File: config.mk
export PLATFORM = sky130hd
export DESIGN_NAME = flash_cmd_dispatch
export DESIGN_NICKNAME = d
export VERILOG_FILES = /design/src/rtl/flash_disp_pkg.sv /design/src/rtl/flash_disp_regs.sv /design/src/rtl/flash_disp_route.sv /design/src/rtl/flash_disp_slot.sv /design/src/rtl/flash_disp_mon.sv /design/src/rtl/flash_cmd_dispatch.sv
export SDC_FILE = /design/constraint.sdc
export NUM_CORES = 1
export LEC_CHECK = 0
export ABC_AREA = 1
export BUFFER_PORTS_ARGS = -buffer_cell sky130_fd_sc_hd__buf_2
export CAP_MARGIN = 20
export CORE_AREA = 10 10 128 130
export DETAILED_ROUTE_END_ITERATION = 7
export DIE_AREA = 0 0 138 140
export PLACE_DENSITY = 0.76
export SYNTH_ARGS = -nofsm -noshare
export SYNTH_HDL_FRONTEND = slang
export SYNTH_SLANG_ARGS = --single-unit
File: constraint.sdc
create_clock -name clk -period 3.21 [get_ports clk]
set_input_delay 0.642 -clock clk [delete_from_list [all_inputs] [get_ports clk]]
set_output_delay 0.642 -clock clk [all_outputs]
set_load 0.01 [all_outputs]
File: src/rtl/flash_disp_pkg.sv
package flash_disp_pkg;

    localparam int OPC_W  = 4;
    localparam int ROW_W  = 16;
    localparam int COL_W  = 12;
    localparam int OPT_W  = 4;
    localparam int DATA_W = 32;
    localparam int ADDR_W = 3;
    localparam int CMD_W  = OPC_W + ROW_W + COL_W + OPT_W;

    typedef struct packed {
        logic [OPT_W-1:0] opt;
        logic [COL_W-1:0] col;
        logic [ROW_W-1:0] row;
        logic [OPC_W-1:0] opc;
    } fcmd_t;

    typedef enum logic [ADDR_W-1:0] {
        RA_OPC   = 3'd0,
        RA_BANK  = 3'd1,
        RA_ROW   = 3'd2,
        RA_COL   = 3'd3,
        RA_OPT   = 3'd4,
        RA_ISSUE = 3'd5,
        RA_STAT  = 3'd6,
        RA_NONE  = 3'd7
    } reg_addr_e;

    function automatic int unsigned bank_bits(input int unsigned n);
        return (n > 1) ? $clog2(n) : 1;
    endfunction

endpackage

File: src/rtl/flash_disp_regs.sv
module flash_disp_regs
    import flash_disp_pkg::*;
#(
    parameter int BANK_W = 2
) (
    input  logic                  clk,
    input  logic                  rst,
    input  logic                  wr_en,
    input  logic [ADDR_W-1:0]     wr_addr,
    input  logic [DATA_W-1:0]     wr_data,
    input  logic [ADDR_W-1:0]     rd_addr,
    output logic [DATA_W-1:0]     rd_data,
    input  logic                  slot_busy,
    input  logic                  mon_flag,
    output fcmd_t                 stage_cmd,
    output logic [BANK_W-1:0]     stage_bank,
    output logic                  issue_pend
);

    fcmd_t             cmd_q;
    logic [BANK_W-1:0] bank_q;
    logic              issue_q;

    always_ff @(posedge clk) begin
        if (rst) begin
            cmd_q   <= '0;
            bank_q  <= '0;
            issue_q <= 1'b0;
        end else begin
            // a pending issue is consumed every cycle it is seen
            issue_q <= wr_en && (reg_addr_e'(wr_addr) == RA_ISSUE);
            if (wr_en) begin
                case (reg_addr_e'(wr_addr))
                    RA_OPC:  cmd_q.opc <= wr_data[OPC_W-1:0];
                    RA_BANK: bank_q    <= wr_data[BANK_W-1:0];
                    RA_ROW:  cmd_q.row <= wr_data[ROW_W-1:0];
                    RA_COL:  cmd_q.col <= wr_data[COL_W-1:0];
                    RA_OPT:  cmd_q.opt <= wr_data[OPT_W-1:0];
                    default: ;
                endcase
            end
        end
    end

    always_comb begin
        rd_data = '0;
        case (reg_addr_e'(rd_addr))
            RA_OPC:   rd_data[OPC_W-1:0]  = cmd_q.opc;
            RA_BANK:  rd_data[BANK_W-1:0] = bank_q;
            RA_ROW:   rd_data[ROW_W-1:0]  = cmd_q.row;
            RA_COL:   rd_data[COL_W-1:0]  = cmd_q.col;
            RA_OPT:   rd_data[OPT_W-1:0]  = cmd_q.opt;
            RA_ISSUE: rd_data[0]          = issue_q;
            RA_STAT:  rd_data[1:0]        = {mon_flag, slot_busy};
            default:  rd_data             = '0;
        endcase
    end

    assign stage_cmd  = cmd_q;
    assign stage_bank = bank_q;
    assign issue_pend = issue_q;

endmodule

File: src/rtl/flash_disp_route.sv
module flash_disp_route
    import flash_disp_pkg::*;
#(
    parameter int NUM_BANKS = 4,
    parameter int BANK_W    = 2
) (
    input  logic                        issue,
    input  fcmd_t                       stage_cmd,
    input  logic [BANK_W-1:0]           stage_bank,
    input  logic                        slot_busy,
    input  logic [BANK_W-1:0]           slot_bank,
    input  fcmd_t                       slot_cmd,
    input  logic [NUM_BANKS-1:0]        bank_idle,
    input  logic [NUM_BANKS-1:0]        bank_next_idle,
    output logic                        slot_release,
    output logic                        park,
    output logic                        accept,
    output logic [NUM_BANKS-1:0]        launch_vld,
    output logic [NUM_BANKS*CMD_W-1:0]  launch_cmd
);

    logic slot_free;
    logic tgt_blocked;
    logic direct;

    // the parked command is resolved before the new issue is evaluated
    assign slot_release = slot_busy && bank_next_idle[slot_bank];
    assign slot_free    = !slot_busy || slot_release;
    assign tgt_blocked  = !bank_idle[stage_bank] ||
                          (slot_release && (slot_bank == stage_bank));
    assign direct       = issue && slot_free && !tgt_blocked;
    assign park         = issue && slot_free && tgt_blocked;
    assign accept       = direct || park;

    for (genvar b = 0; b < NUM_BANKS; b++) begin : g_bank
        logic from_slot;
        logic from_host;
        assign from_slot = slot_release && (slot_bank == BANK_W'(b));
        assign from_host = direct && (stage_bank == BANK_W'(b));
        assign launch_vld[b] = from_slot || from_host;
        assign launch_cmd[b*CMD_W +: CMD_W] = from_slot ? slot_cmd : stage_cmd;
    end

endmodule

File: src/rtl/flash_disp_slot.sv
module flash_disp_slot
    import flash_disp_pkg::*;
#(
    parameter int BANK_W = 2
) (
    input  logic              clk,
    input  logic              rst,
    input  logic              park,
    input  logic              release_now,
    input  fcmd_t             in_cmd,
    input  logic [BANK_W-1:0] in_bank,
    output logic              busy,
    output logic [BANK_W-1:0] bank,
    output fcmd_t             cmd
);

    always_ff @(posedge clk) begin
        if (rst) begin
            busy <= 1'b0;
            bank <= '0;
            cmd  <= '0;
        end else if (park) begin
            // whole command captured in one edge
            busy <= 1'b1;
            bank <= in_bank;
            cmd  <= in_cmd;
        end else if (release_now) begin
            busy <= 1'b0;
        end
    end

endmodule

File: src/rtl/flash_disp_mon.sv
module flash_disp_mon #(
    parameter int NUM_BANKS = 4
) (
    input  logic                 clk,
    input  logic                 rst,
    input  logic                 accept,
    input  logic                 slot_busy,
    input  logic [NUM_BANKS-1:0] bank_idle,
    output logic                 flag
);

    always_ff @(posedge clk) begin
        if (rst) begin
            flag <= 1'b0;
        end else if (accept) begin
            flag <= 1'b1;
        end else if ((&bank_idle) && !slot_busy) begin
            flag <= 1'b0;
        end
    end

endmodule

File: src/rtl/flash_cmd_dispatch.sv
module flash_cmd_dispatch
    import flash_disp_pkg::*;
#(
    parameter int NUM_BANKS = 4
) (
    input  logic                       clk,
    input  logic                       rst,
    input  logic                       host_wr_en,
    input  logic [2:0]                 host_wr_addr,
    input  logic [31:0]                host_wr_data,
    input  logic [2:0]                 host_rd_addr,
    output logic [31:0]                host_rd_data,
    input  logic [NUM_BANKS-1:0]       bank_idle,
    input  logic [NUM_BANKS-1:0]       bank_next_idle,
    output logic [NUM_BANKS-1:0]       launch_vld,
    output logic [NUM_BANKS*36-1:0]    launch_cmd
);

    localparam int BANK_W = bank_bits(NUM_BANKS);

    fcmd_t             stage_cmd;
    logic [BANK_W-1:0] stage_bank;
    logic              issue_q;
    logic              slot_busy;
    logic [BANK_W-1:0] slot_bank;
    fcmd_t             slot_cmd;
    logic              slot_release;
    logic              park;
    logic              accept;
    logic              mon_flag;

    flash_disp_regs #(.BANK_W(BANK_W)) regs_i (
        .clk        (clk),
        .rst        (rst),
        .wr_en      (host_wr_en),
        .wr_addr    (host_wr_addr),
        .wr_data    (host_wr_data),
        .rd_addr    (host_rd_addr),
        .rd_data    (host_rd_data),
        .slot_busy  (slot_busy),
        .mon_flag   (mon_flag),
        .stage_cmd  (stage_cmd),
        .stage_bank (stage_bank),
        .issue_pend (issue_q)
    );

    flash_disp_route #(.NUM_BANKS(NUM_BANKS), .BANK_W(BANK_W)) route_i (
        .issue          (issue_q),
        .stage_cmd      (stage_cmd),
        .stage_bank     (stage_bank),
        .slot_busy      (slot_busy),
        .slot_bank      (slot_bank),
        .slot_cmd       (slot_cmd),
        .bank_idle      (bank_idle),
        .bank_next_idle (bank_next_idle),
        .slot_release   (slot_release),
        .park           (park),
        .accept         (accept),
        .launch_vld     (launch_vld),
        .launch_cmd     (launch_cmd)
    );

    flash_disp_slot #(.BANK_W(BANK_W)) slot_i (
        .clk         (clk),
        .rst         (rst),
        .park        (park),
        .release_now (slot_release),
        .in_cmd      (stage_cmd),
        .in_bank     (stage_bank),
        .busy        (slot_busy),
        .bank        (slot_bank),
        .cmd         (slot_cmd)
    );

    flash_disp_mon #(.NUM_BANKS(NUM_BANKS)) mon_i (
        .clk       (clk),
        .rst       (rst),
        .accept    (accept),
        .slot_busy (slot_busy),
        .bank_idle (bank_idle),
        .flag      (mon_flag)
    );

endmodule

Word-level counts from Yosys, hierarchy flattened
Cells that the tools add are included.
{"block": "totals", "input_bits": 49, "regBits": 79, "output_inout_bits": 180, "wordCells": 87}
{"block": "op_classes", "n_reduce_logical": 37, "order_cmp": 2, "eq_ne": 18, "muxes": 17}
{"cell": "$mux W36", "count": 4}
{"cell": "$pmux W8 S2", "count": 1}
{"cell": "$eq A3 B3 Y1 const B", "count": 5}
{"cell": "$logic_and A1 B1 Y1", "count": 15}
{"cell": "$eq A3 B2 Y1 const B", "count": 4}
{"cell": "$reduce_and A2 Y1", "count": 5}
{"cell": "$eq A2 B2 Y1 const B", "count": 4}
{"cell": "$pmux W2 S4", "count": 1}
{"cell": "$logic_or A1 B1 Y1", "count": 7}
{"cell": "$pmux W1 S7", "count": 1}
{"cell": "$eq A3 B1 Y1 const B", "count": 2}
{"cell": "$logic_not A3 Y1", "count": 2}
{"cell": "$lt A2 B3 Y1 const B", "count": 2}
{"cell": "$mux W1", "count": 6}
{"cell": "$pmux W1 S6", "count": 1}
{"cell": "$bmux W1 S2", "count": 2}
{"cell": "$eq A2 B1 Y1 const B", "count": 2}
{"cell": "$logic_not A2 Y1", "count": 2}
{"cell": "$mux W4", "count": 1}
{"cell": "$reduce_and A4 Y1", "count": 1}
{"cell": "$reduce_bool A2 Y1", "count": 2}
{"cell": "$logic_not A1 Y1", "count": 3}
{"cell": "$eq A2 B2 Y1", "count": 1}

Logic depth before layout (Yosys ltp)
{"block": "depth", "ltp_word": 9, "mapped_depth": 12, "mapped_depth_nobuf": 10}

Modules after synthesis
From an unflattened synthesis, not the netlist that was laid out.
{"block": "unflattened", "cells_unflattened": 874, "hier_area_um2": 5535.3}
{"module": "flash_disp_route", "n_inst": 1, "cells_per_inst": 400, "seq_area_each_um2": 0.0, "area_each_um2": 2158.3}
{"module": "flash_disp_regs", "n_inst": 1, "cells_per_inst": 295, "seq_area_each_um2": 780.7, "area_each_um2": 1959.4}
{"module": "flash_disp_slot", "n_inst": 1, "cells_per_inst": 170, "seq_area_each_um2": 780.7, "area_each_um2": 1362.6}
{"module": "flash_disp_mon", "n_inst": 1, "cells_per_inst": 9, "seq_area_each_um2": 20.0, "area_each_um2": 55.1}

Worst setup path after synthesis
Ideal clock, no wire load.
{"block": "synth_timing", "path_kind": "input-to-output", "startpoint": "input port bank_next_idle[3]", "endpoint": "output port launch_cmd[12]", "t_required_ps": 2568, "t_arrival_ps": 1689, "setup_slack_ps": 879, "cell_stages": 7, "path_buffers": 1, "cell_sequence": "nand2_1 -> nand2_2 -> nand2_4 -> a21oi_4 -> nand3_4 -> buf_6 -> o21ai_1"}
{"block": "synth_between", "elab_chain_cells": 5}
{"element": "from (decl)", "line": "flash_cmd_dispatch.sv:14", "text": "input logic [NUM_BANKS-1:0] bank_next_idle,"}
{"element": "$bmux W1 S2", "line": "flash_disp_route.sv:27", "text": "assign slot_release = slot_busy && bank_next_idle[slot_bank];"}
{"element": "$mux W1 (not written as such)", "line": "flash_disp_route.sv:27"}
{"element": "$logic_and A1 B1 Y1", "line": "flash_disp_route.sv:27"}
{"element": "$logic_and A1 B1 Y1", "line": "flash_disp_route.sv:38", "text": "assign from_slot = slot_release && (slot_bank == BANK_W'(b));"}
{"element": "$mux W36", "line": "flash_disp_route.sv:41", "text": "assign launch_cmd[b*CMD_W +: CMD_W] = from_slot ? slot_cmd : stage_cmd;"}
{"element": "to (decl)", "line": "flash_cmd_dispatch.sv:16", "text": "output logic [NUM_BANKS*36-1:0] launch_cmd"}
Every way passes these cells. The select of a mux whose other input is x is not followed.

Worst setup path in the final report
{"block": "layout_timing", "startpoint": "register slot_i.bank[0]", "endpoint": "output port launch_cmd[59]"}
{"block": "layout_between", "elab_chain_cells": 5, "word_cells_on_any_way": 6, "cone_classes": "eq/ne (1); mux (3); reduce/logical (2)"}
{"element": "from (decl)", "line": "flash_disp_slot.sv:13", "text": "output logic [BANK_W-1:0] bank,"}
{"element": "from (signal assigned)", "line": "flash_disp_slot.sv:25", "text": "bank <= in_bank;"}
{"element": "$bmux W1 S2", "line": "flash_disp_route.sv:27"}
{"element": "$mux W1 (not written as such)", "line": "flash_disp_route.sv:27"}
{"element": "$logic_and A1 B1 Y1", "line": "flash_disp_route.sv:27"}
{"element": "$logic_and A1 B1 Y1 *", "line": "flash_disp_route.sv:38"}
{"element": "$mux W36 *", "line": "flash_disp_route.sv:41"}
Mark *: on every way between the ends. The rest lies on a longest branch, timed or not. The select of a mux whose other input is x is not followed.

==> flow_summary.json <==
{
  "hold-path-endpoint": "slot_i.cmd[2]$_SDFFE_PP0P_",
  "p_int_mw": 1.83,
  "synth_top_cell_area_share_pct": 29.1,
  "cts_tree": "yes",
  "die-area_um2": 19300,
  "mostFrequentLayoutCell": "nand2_1",
  "relSlewSlack_pct": 48.9,
  "path_buf_inv": 2,
  "layout-drive-gt1-share_pct": 25.4,
  "finalSetupViolations": 0,
  "initial_core_util_pct": 39.4,
  "nets": 1060,
  "hold_ws_ns": 0.479,
  "synth_area_leaders": "dfxtp_1, nand2_1, o21ai_1, a21oi_1, buf_6",
  "min_path_cells": 2,
  "ff2ff_path_depth": 10,
  "rows": 43,
  "drtIter0Drc": 459,
  "die_w_um": 138,
  "path_cells": "nand2_1 -> nand2_2 -> nand2_4 -> a21oi_4 -> nand3_4 -> buf_6 -> nand2_1 -> o21ai_1 -> buf_2",
  "post_drt_via_cell_ratio": 5.03,
  "fin_cells": 1196,
  "routedWlPerCell_um": 15.1,
  "antenna_found_initial": 1,
  "final_cell_mix": "nand2_1, buf_2, o21ai_1",
  "fillers": 1492,
  "io_pins": 229,
  "slowest_delay_ns": 0.64,
  "cp-start-kind": "flip-flop",
  "synth_top_cell_by_area": "dfxtp_1",
  "synthCells": 855,
  "hold_violations": 0,
  "synth.distinct_cells": 25,
  "crit_type": "reg -> out",
  "clkTransAtPathRegs_ns": 0.06,
  "yosysWarnings": 0,
  "r2r-end": "slot_i.cmd[19]$_SDFFE_PP0P_",
  "ctsHoldBuffers": 0,
  "p_per_area_nw_per_um2": 381,
  "finalCriticalPeriod_ns": 3.06,
  "crit_path_max_fanout": 73,
  "rsz0062_at_grt": "false",
  "dr.pass1.iters": 5,
  "worstPathArrival_ns": 2.41,
  "slowest_stage": "dfxtp_1",
  "ys_seq_area_share_pct": 29.1,
  "cts-root-buf": "clkbuf_16",
  "cts_sinks": 79,
  "crit_top_cell": "nand2_1",
  "wl_um": 18000,
  "track_usage_pct": 17.3,
  "synth.avg_cell_area_um2": 6.35,
  "cpLargestDelayFamily": "flip-flops",
  "io_buffers": 196,
  "grt.overflow.total": 0,
  "ctsHtreeMaxLevel": 3,
  "clockPowerShare_pct": 43.5,
  "cp-end-kind": "primary output",
  "p_switching_mw": 0.652,
  "drc": 0,
  "outcome": "finished clean",
  "worst_slew_pin_slew_ns": 0.765,
  "numCtsBuffers": 9,
  "postRouteAntennaNets": 0,
  "utilization_pct": 47.3,
  "finClkSkew_ns": 0.00942,
  "core_um2": 13800,
  "gp_congestion": 0.882,
  "rrSetupSlack_ns": 0.95,
  "area_growth_pct": 19.9,
  "dp.cells": 1180,
  "hpwl_um": 13300,
  "grt_pass1_vias": 5412,
  "p_sw_share_pct": 26.3,
  "pwr-share-comb_pct": 14.8,
  "min_path_type": "reg -> reg",
  "grt_max_degree": 78,
  "grt_pass1_wl_um": 28400,
  "crit_required_ns": 2.57,
  "crit_cells": 9,
  "syn_area_um2": 5430,
  "max_freq_mhz": 327,
  "peakVddDrop_mv": 0.261,
  "power_leakage_nw": 2.81,
  "r2r_start": "slot_i.bank[0]$_SDFFE_PP0P_",
  "final.setup.tns_ns": 0,
  "cap_violations": 0,
  "dr_total_vias": 6015,
  "fin_crit_sh_pct": 95.2,
  "clkLatencyLatePin_ns": 0.34,
  "cts_buffer_depth": 2,
  "slew_viol_final": 0,
  "hp-start": "slot_i.cmd[2]$_SDFFE_PP0P_",
  "dieHeight_um": 140,
  "p_seq_share_pct": 41.8,
  "ys_ff_latch": 79
}
-- power groups by stage --
stage               Clock [mW]  Combinational [mW]  Sequential [mW]
floorplan                    0               0.254             1.05
global placement             0               0.362             1.06
detailed placement           0               0.365             1.06
CTS                       1.09               0.368             1.04
global route              1.13               0.413             1.04
finish                    1.08               0.366             1.04
-- layer usage --
metal	global-route usage, %	share of wire, %	routed length, µm
met2	26.4	44	7960
met4	5.99	1.9	337
met5	0	0	0
met3	5.21	7.9	1430
met1	22.5	46	8290
-- kinds of logic after synthesis --
kind of cell | Yosys count | share of synthesized area [%]
AO/OA/AOI/OAI | 281 | 28.0
other | 1 | 0.0690
flip-flops | 79 | 29.1
buffers and inverters | 168 | 17.6
AND/OR/NAND/NOR | 326 | 25.3
-- how the worst max path moves through the flow --
stage / slack (ns) / from / endpoint
after floorplan: 0.88 / bank_next_idle[3] / launch_cmd[12]
after global placement: 0.40 / bank_next_idle[1] / launch_cmd[138]
after detailed placement: 0.39 / bank_next_idle[1] / launch_cmd[49]
after CTS: 0.02 / slot_i.bank[0]$_SDFFE_PP0P_ / launch_cmd[59]
after global routing: 0.09 / slot_i.bank[0]$_SDFFE_PP0P_ / launch_cmd[135]
final: 0.15 / slot_i.bank[0]$_SDFFE_PP0P_ / launch_cmd[59]
-- through the flow --
| step | total power, mW | cell area [µm²] | setup slack [ns] |
|---|---|---|---|
| floorplan | 1.30 | 5490 | 0.879 |
| global placement | 1.42 | 6190 | 0.401 |
| detailed placement | 1.42 | 6190 | 0.388 |
| CTS | 2.50 | 6500 | 0.0230 |
| global route | 2.59 | 6520 | 0.0865 |
| finish | 2.48 | 6520 | 0.154 |
-- synth_stat cells (all sizes together) --
library cell / number
inv: 91
nor2: 54
nand4: 2
clkbuf: 15
a21oi: 81
dfxtp: 79
o22ai: 12
nand3: 59
o2111ai: 1
nor3: 2
conb: 1
buf: 62
o21ai: 185
nand2: 209
o221ai: 2
-- repair_timing --
item | in CTS | in global routing
buffers inserted | 0 | 0
setup endpoints to repair | 0 | 104
hold endpoints to repair | 0 | 0
resized for setup | 0 | 4
-- flip-flops by register name, indices dropped and copies added (netlist names) --
register	flops
regs_i.stage_cmd	36
regs_i.stage_bank	2
slot_i.cmd	36
regs_i.issue_pend	1
slot_i.bank	2
slot_i.busy	1
mon_i.flag	1
-- worst min-delay path: cells and delay by family (launching register included) --
family	cells	cell delay (ns)
flops	1	0.32
simple gates	1	0.08
compound gates	1	0.04
-- area by class of cell --
cell class	instances	area [µm²]	area share, %
Clock inverter	4	70.1	1.08
Sequential cell	79	1580	24.3
Inverter	91	349	5.36
Tap cell	180	225	3.46
Antenna cell	1	2.50	0.0384
Multi-Input combinational cell	623	2950	45.3
Clock buffer	11	243	3.73
Timing Repair Buffer	207	1090	16.7
Note: power is estimated with default switching activity, not from simulation.
